## src/rtl/mc_ctrl_pkg.sv

```systemverilog
package mc_ctrl_pkg;

  localparam int OPC_W     = 6;
  localparam int SEL_W     = 2;
  localparam int N_CLASSES = 5;

  typedef enum logic [3:0] {
    ST_FETCH   = 4'd0,
    ST_DECODE  = 4'd1,
    ST_ADDR    = 4'd2,
    ST_RD      = 4'd3,
    ST_RD_WB   = 4'd4,
    ST_WR      = 4'd5,
    ST_EXEC    = 4'd6,
    ST_EXEC_WB = 4'd7,
    ST_BRANCH  = 4'd8,
    ST_JUMP    = 4'd9
  } state_e;

  // class index doubles as bit position in the classifier hit vector
  typedef enum logic [2:0] {
    CL_LOAD   = 3'd0,
    CL_STORE  = 3'd1,
    CL_RTYPE  = 3'd2,
    CL_BRANCH = 3'd3,
    CL_JUMP   = 3'd4,
    CL_NONE   = 3'd7
  } iclass_e;

  localparam logic [SEL_W-1:0] BSEL_REG   = 2'd0;
  localparam logic [SEL_W-1:0] BSEL_FOUR  = 2'd1;
  localparam logic [SEL_W-1:0] BSEL_IMM   = 2'd2;
  localparam logic [SEL_W-1:0] BSEL_SHIMM = 2'd3;

  localparam logic [SEL_W-1:0] AOP_ADD   = 2'd0;
  localparam logic [SEL_W-1:0] AOP_SUB   = 2'd1;
  localparam logic [SEL_W-1:0] AOP_FUNCT = 2'd2;

  localparam logic [SEL_W-1:0] PCS_ALU  = 2'd0;
  localparam logic [SEL_W-1:0] PCS_OUT  = 2'd1;
  localparam logic [SEL_W-1:0] PCS_JUMP = 2'd2;

  typedef struct packed {
    logic             mem_rd;
    logic             mem_wr;
    logic             addr_sel_data;
    logic             ir_load;
    logic             reg_wr;
    logic             wb_from_mem;
    logic             dst_from_rd;
    logic             alu_a_sel;
    logic [SEL_W-1:0] alu_b_sel;
    logic [SEL_W-1:0] alu_op;
    logic [SEL_W-1:0] pc_src;
    logic             pc_wr;
    logic             pc_wr_br;
  } ctrl_t;

endpackage

```

## src/rtl/mc_op_classify.sv

```systemverilog
module mc_op_classify
  import mc_ctrl_pkg::*;
#(
  parameter int             OW        = OPC_W,
  parameter logic [OW-1:0]  OP_LOAD   = 6'h23,
  parameter logic [OW-1:0]  OP_STORE  = 6'h2B,
  parameter logic [OW-1:0]  OP_RTYPE  = 6'h00,
  parameter logic [OW-1:0]  OP_BRANCH = 6'h04,
  parameter logic [OW-1:0]  OP_JUMP   = 6'h02
) (
  input  logic [OW-1:0] opcode,
  output iclass_e       iclass
);

  localparam logic [N_CLASSES*OW-1:0] OP_TABLE =
    {OP_JUMP, OP_BRANCH, OP_RTYPE, OP_STORE, OP_LOAD};

  logic [N_CLASSES-1:0] hit;

  for (genvar g = 0; g < N_CLASSES; g++) begin : g_match
    assign hit[g] = (opcode == OP_TABLE[g*OW +: OW]);
  end

  always_comb begin
    iclass = CL_NONE;
    for (int i = N_CLASSES - 1; i >= 0; i--) begin
      if (hit[i]) iclass = iclass_e'(i[2:0]);
    end
  end

endmodule

```

## src/rtl/mc_next_state.sv

```systemverilog
module mc_next_state
  import mc_ctrl_pkg::*;
(
  input  state_e  cur,
  input  iclass_e iclass,
  output state_e  nxt
);

  always_comb begin
    nxt = ST_FETCH;
    unique case (cur)
      ST_FETCH:  nxt = ST_DECODE;
      ST_DECODE: begin
        unique case (iclass)
          CL_LOAD, CL_STORE: nxt = ST_ADDR;
          CL_RTYPE:          nxt = ST_EXEC;
          CL_BRANCH:         nxt = ST_BRANCH;
          CL_JUMP:           nxt = ST_JUMP;
          default:           nxt = ST_FETCH;
        endcase
      end
      ST_ADDR:    nxt = (iclass == CL_LOAD) ? ST_RD : ST_WR;
      ST_RD:      nxt = ST_RD_WB;
      ST_EXEC:    nxt = ST_EXEC_WB;
      default:    nxt = ST_FETCH;
    endcase
  end

endmodule

```

## src/rtl/mc_ctrl_decode.sv

```systemverilog
module mc_ctrl_decode
  import mc_ctrl_pkg::*;
(
  input  state_e cur,
  output ctrl_t  ctl
);

  always_comb begin
    ctl = '0;
    unique case (cur)
      ST_FETCH: begin
        ctl.mem_rd    = 1'b1;
        ctl.ir_load   = 1'b1;
        ctl.pc_wr     = 1'b1;
        ctl.alu_b_sel = BSEL_FOUR;
        ctl.alu_op    = AOP_ADD;
        ctl.pc_src    = PCS_ALU;
      end
      ST_DECODE: begin
        ctl.alu_b_sel = BSEL_SHIMM;
        ctl.alu_op    = AOP_ADD;
      end
      ST_ADDR: begin
        ctl.alu_a_sel = 1'b1;
        ctl.alu_b_sel = BSEL_IMM;
        ctl.alu_op    = AOP_ADD;
      end
      ST_RD: begin
        ctl.mem_rd        = 1'b1;
        ctl.addr_sel_data = 1'b1;
      end
      ST_RD_WB: begin
        ctl.reg_wr      = 1'b1;
        ctl.wb_from_mem = 1'b1;
      end
      ST_WR: begin
        ctl.mem_wr        = 1'b1;
        ctl.addr_sel_data = 1'b1;
      end
      ST_EXEC: begin
        ctl.alu_a_sel = 1'b1;
        ctl.alu_b_sel = BSEL_REG;
        ctl.alu_op    = AOP_FUNCT;
      end
      ST_EXEC_WB: begin
        ctl.reg_wr      = 1'b1;
        ctl.dst_from_rd = 1'b1;
      end
      ST_BRANCH: begin
        ctl.alu_a_sel = 1'b1;
        ctl.alu_b_sel = BSEL_REG;
        ctl.alu_op    = AOP_SUB;
        ctl.pc_wr_br  = 1'b1;
        ctl.pc_src    = PCS_OUT;
      end
      ST_JUMP: begin
        ctl.pc_wr  = 1'b1;
        ctl.pc_src = PCS_JUMP;
      end
      default: ctl = '0;
    endcase
  end

endmodule

```

## src/rtl/mc_ctrl_fsm.sv

```systemverilog
module mc_ctrl_fsm
  import mc_ctrl_pkg::*;
#(
  parameter int              OW        = OPC_W,
  parameter logic [OW-1:0]   OP_LOAD   = 6'h23,
  parameter logic [OW-1:0]   OP_STORE  = 6'h2B,
  parameter logic [OW-1:0]   OP_RTYPE  = 6'h00,
  parameter logic [OW-1:0]   OP_BRANCH = 6'h04,
  parameter logic [OW-1:0]   OP_JUMP   = 6'h02
) (
  input  logic          clk,
  input  logic          rst_n,
  input  logic [OW-1:0] opcode,
  output logic          mem_rd,
  output logic          mem_wr,
  output logic          addr_sel_data,
  output logic          ir_load,
  output logic          reg_wr,
  output logic          wb_from_mem,
  output logic          dst_from_rd,
  output logic          alu_a_sel,
  output logic [1:0]    alu_b_sel,
  output logic [1:0]    alu_op,
  output logic [1:0]    pc_src,
  output logic          pc_wr,
  output logic          pc_wr_br
);

  state_e  st_q;
  state_e  st_d;
  iclass_e iclass;
  ctrl_t   ctl;

  mc_op_classify #(
    .OW(OW), .OP_LOAD(OP_LOAD), .OP_STORE(OP_STORE), .OP_RTYPE(OP_RTYPE),
    .OP_BRANCH(OP_BRANCH), .OP_JUMP(OP_JUMP)
  ) u_cls (
    .opcode (opcode),
    .iclass (iclass)
  );

  mc_next_state u_ns (
    .cur    (st_q),
    .iclass (iclass),
    .nxt    (st_d)
  );

  mc_ctrl_decode u_dec (
    .cur (st_q),
    .ctl (ctl)
  );

  always_ff @(posedge clk or negedge rst_n) begin
    if (!rst_n) st_q <= ST_FETCH;
    else        st_q <= st_d;
  end

  assign mem_rd        = ctl.mem_rd;
  assign mem_wr        = ctl.mem_wr;
  assign addr_sel_data = ctl.addr_sel_data;
  assign ir_load       = ctl.ir_load;
  assign reg_wr        = ctl.reg_wr;
  assign wb_from_mem   = ctl.wb_from_mem;
  assign dst_from_rd   = ctl.dst_from_rd;
  assign alu_a_sel     = ctl.alu_a_sel;
  assign alu_b_sel     = ctl.alu_b_sel;
  assign alu_op        = ctl.alu_op;
  assign pc_src        = ctl.pc_src;
  assign pc_wr         = ctl.pc_wr;
  assign pc_wr_br      = ctl.pc_wr_br;

endmodule

```

## config.mk

```make
export PLATFORM = sky130hd
export DESIGN_NAME = mc_ctrl_fsm
export DESIGN_NICKNAME = d
export VERILOG_FILES = /design/src/rtl/mc_ctrl_pkg.sv /design/src/rtl/mc_op_classify.sv /design/src/rtl/mc_next_state.sv /design/src/rtl/mc_ctrl_decode.sv /design/src/rtl/mc_ctrl_fsm.sv
export SDC_FILE = /design/constraint.sdc
export NUM_CORES = 1
export LEC_CHECK = 0
export ABC_AREA = 1
export CORE_AREA = 2 2 39 41
export CTS_BUF_LIST = sky130_fd_sc_hd__clkbuf_8 sky130_fd_sc_hd__clkbuf_16
export DETAILED_ROUTE_END_ITERATION = 8
export DIE_AREA = 0 0 41 43
export PLACE_DENSITY = 0.67
export SKIP_LAST_GASP = 1
export SLEW_MARGIN = 15
export SYNTH_ARGS = -nofsm -noshare
export SYNTH_HDL_FRONTEND = slang
export SYNTH_SLANG_ARGS = --single-unit
```

## constraint.sdc

```tcl
create_clock -name clk -period 1.2 [get_ports clk]
set_input_delay 0.12 -clock clk [delete_from_list [all_inputs] [get_ports clk]]
set_output_delay 0.12 -clock clk [all_outputs]
set_load 0.02 [all_outputs]
```

==> results.md <==
- Failing checks: setup timing
- Nets@finish: 133
- Ys Warns: 0
- CTS tree: built
- Compound-Gate Fraction of Synth Area: 2.61%
- TritonCTS Buffers: 3
- Finished Layout Cells: 139
- Avg Inst Size Synth: 5.68 sq um
- Synth Register Bits: 4
- Biggest regs: st_q (4)
- Setup slack, reg-to-reg: -20 ps
- FF-to-FF Start: st_q[2]$_DFF_PN0_
- Root Driver: clkbuf_8
- Adder-Cell Fraction of Synth Area: 0%
- IO Count: 24
- Sequential power share: 14.7%
- Tcrit/Tclk final: 112%
- Max reg flops: 4
- Initial antenna violation count: 0
- Slew Limit Fails: 0
- Fillers: 112
- Remaining DRCs: 0
- Period minus WS final: 1350 ps
- Worst EP required: 1080 ps
- # H-tree levels: 1
- Port bufs: 23
- Hold Vio Cnt, Final: 0
- Top post-synthesis cells by area: dfrtp_1 23%, nor2_1 17%, nand3_1 12%, nand2_1 10%, inv_1 9.6%
- Switching share of power: 41.1%
- Commonest non-fill, non-tap cell in the layout: buf_4
- Area share of the largest cell type after synthesis: 23.2%
- Die H: 43 um
- Synth Area in Simple Gates: 60.3%
- Maxcap violations: 0
- Largest net degree at the start of global routing: 7
- Total number of vias: 625
- Max clock buf depth: 2
- Starting density of the core: 31.2%
- Layout area overhead: 128%
- Slew HR: 87.0%
- Actual slew at the worst max-slew pin: 195 ps
- Fmax achieved: 743 MHz
- Share of post-route cells with drive strength above 1: 60.2%
- Mapped Area: 432 sq um
- GR Overflow Total: 0
- Pre-antenna DRT Iters: 4
- PwrDens: 1480 mW/mm^2
- CTS sink cnt: 4
- Setup crit start kind: register
- GP Congestion: 0.704
- DR iter-0 viols: 3
- Critical path data arrival time: 1230 ps
- Yosys cell types: 16
- P_int: 0.862 mW
- Post-Syn Instances: 76
- Commonest non-fill, non-tap cells in the layout: 27 x buf_4, 14 x nor2_1, 11 x buf_6
- Reg-to-Reg End: st_q[2]$_DFF_PN0_
- RSZ-0062 raised after global routing: yes
- CP Class: register to primary output
- Dpl cells: 129
- Place WS: -384 ps
- Outcome: finished, violations left
- Die Wd: 41 um
- Gr usage total: 17.9%
- Overall power: 1.46 mW
- Global-route wire length before repair: 2.13 mm
- Register area share after synthesis: 23.2%
- Largest family of logic cells by synthesized area: simple AND/OR/NAND/NOR gates
- Worst-Skew Late Latency: 220 ps
- Tightest Hold Check Type: input port to async pin
- XOR/XNOR share of the synthesized area: 0%
- Area leader, netlist: dfrtp_1
- Post-DRT Antenna Nets: 0
- Die area: 0.00176 sq mm
- Clock network power share: 19.8%
- Cell Rows: 14
- Switch Pwr: 0.600 mW
- R2R cell count: 7
- Clock skew: 3.74 ps
- Max rail drop VDD: 0.000936 V
- Worst setup margin: -147 ps
- Clock-pin transition on the worst setup and hold timing paths: 30 ps
- Vias per cell: 4.50
- Endpoints failing setup: 17
- Crit Path Max Fanout: 4
- DP HPWL: 961 um
- Wire per inst: 10.3 um
- Core area: 0.00138 sq mm
- Total wire length: 1.43 mm
- Largest register by flop count: st_q
- Ant diodes: 0
- Vias in the first global route: 549
- Gate power share: 65.5%
- Minimum hold slack: 102 ps
- Static leakage: 0.516 nW
- Worst setup EP type: primary output
- Multiplexer share of the synthesized area: 0%
- Syn nets: 84
==> Yosys cell counts <==
cell type / count
inv_1: 11
nand4_1: 1
nand2_1: 12
nand3_2: 1
nor2_4: 1
nand2_2: 3
nand3_1: 10
nor2_1: 20
dfrtp_1: 4
buf_4: 1
o22ai_1: 1
o21ai_0: 1
nor2_2: 5
nor3_1: 1
nand3b_1: 1
inv_2: 3
==> layer usage <==
metal	wire, um	global-route usage, %	vias to the layer above
met4	21	12.0	0
li1	-	-	330
met1	544	18.6	269
met2	784	30.9	22
met3	77	1.57	4
met5	0	0	-
==> power by group through the flow <==
stage                     combinational (mW)  sequential [mW]  clock, mW
final                                  0.958            0.216      0.289
after global routing                    1.01            0.217      0.305
after CTS                              0.834            0.203      0.291
after detailed placement               0.752            0.184          0
after global placement                 0.749            0.185          0
after floorplan                        0.343            0.191          0
==> timing repair <==
item | 4_1_cts | 5_1_grt
endpoints found under the setup margin | 18 | 20
hold buffers | 0 | 0
gates resized for setup | 107 | 16
buffers inserted | 3 | 4
pin swaps | 8 | 9
==> logic make-up (layout without fill, tap and decap cells) <==
kind of cell    after synthesis  after routing
simple gates                 55             55
compound gates                2              2
flops                         4              4
buf+inv                      15             62
==> worst max-delay path, cell delays in order, from the launching register on <==
cell	delay, ps
dfrtp_2	450
inv_4	100
nand2_4	70
buf_6	120
nor2_1	110
buf_4	150
==> how the worst max path moves through the flow <==
stage | start | to | slack [ps]
2_1_floorplan | st_q[3]$_DFF_PN0_ | wb_from_mem | 60
3_3_place_gp | st_q[0]$_DFF_PN0_ | alu_a_sel | -380
3_5_place_dp | st_q[2]$_DFF_PN0_ | alu_a_sel | -380
4_1_cts | st_q[3]$_DFF_PN0_ | pc_wr | -110
5_1_grt | st_q[0]$_DFF_PN0_ | alu_a_sel | -190
6_report | st_q[2]$_DFF_PN0_ | mem_rd | -150
==> layout make-up <==
type / count / area [sq um] / area share (%)
clock buffer: 3 / 41.3 / 4.19
inverter: 14 / 55.1 / 5.58
multi-input combinational: 57 / 369 / 37.4
sequential: 4 / 104 / 10.5
tap: 16 / 20.0 / 2.03
timing repair buffer: 45 / 397 / 40.2
==> metrics by stage <==
stage | instance area (sq um) | util [%] | setup TNS [ps]
floorplan | 432 | - | 0
global placement | 787 | 56.9 | -5020
detailed placement | 787 | 56.9 | -5140
CTS | 895 | 64.6 | -1240
global route | 986 | 71.2 | -2240
finish | 986 | 71.2 | -1400
(Power assumes the default switching activity.)
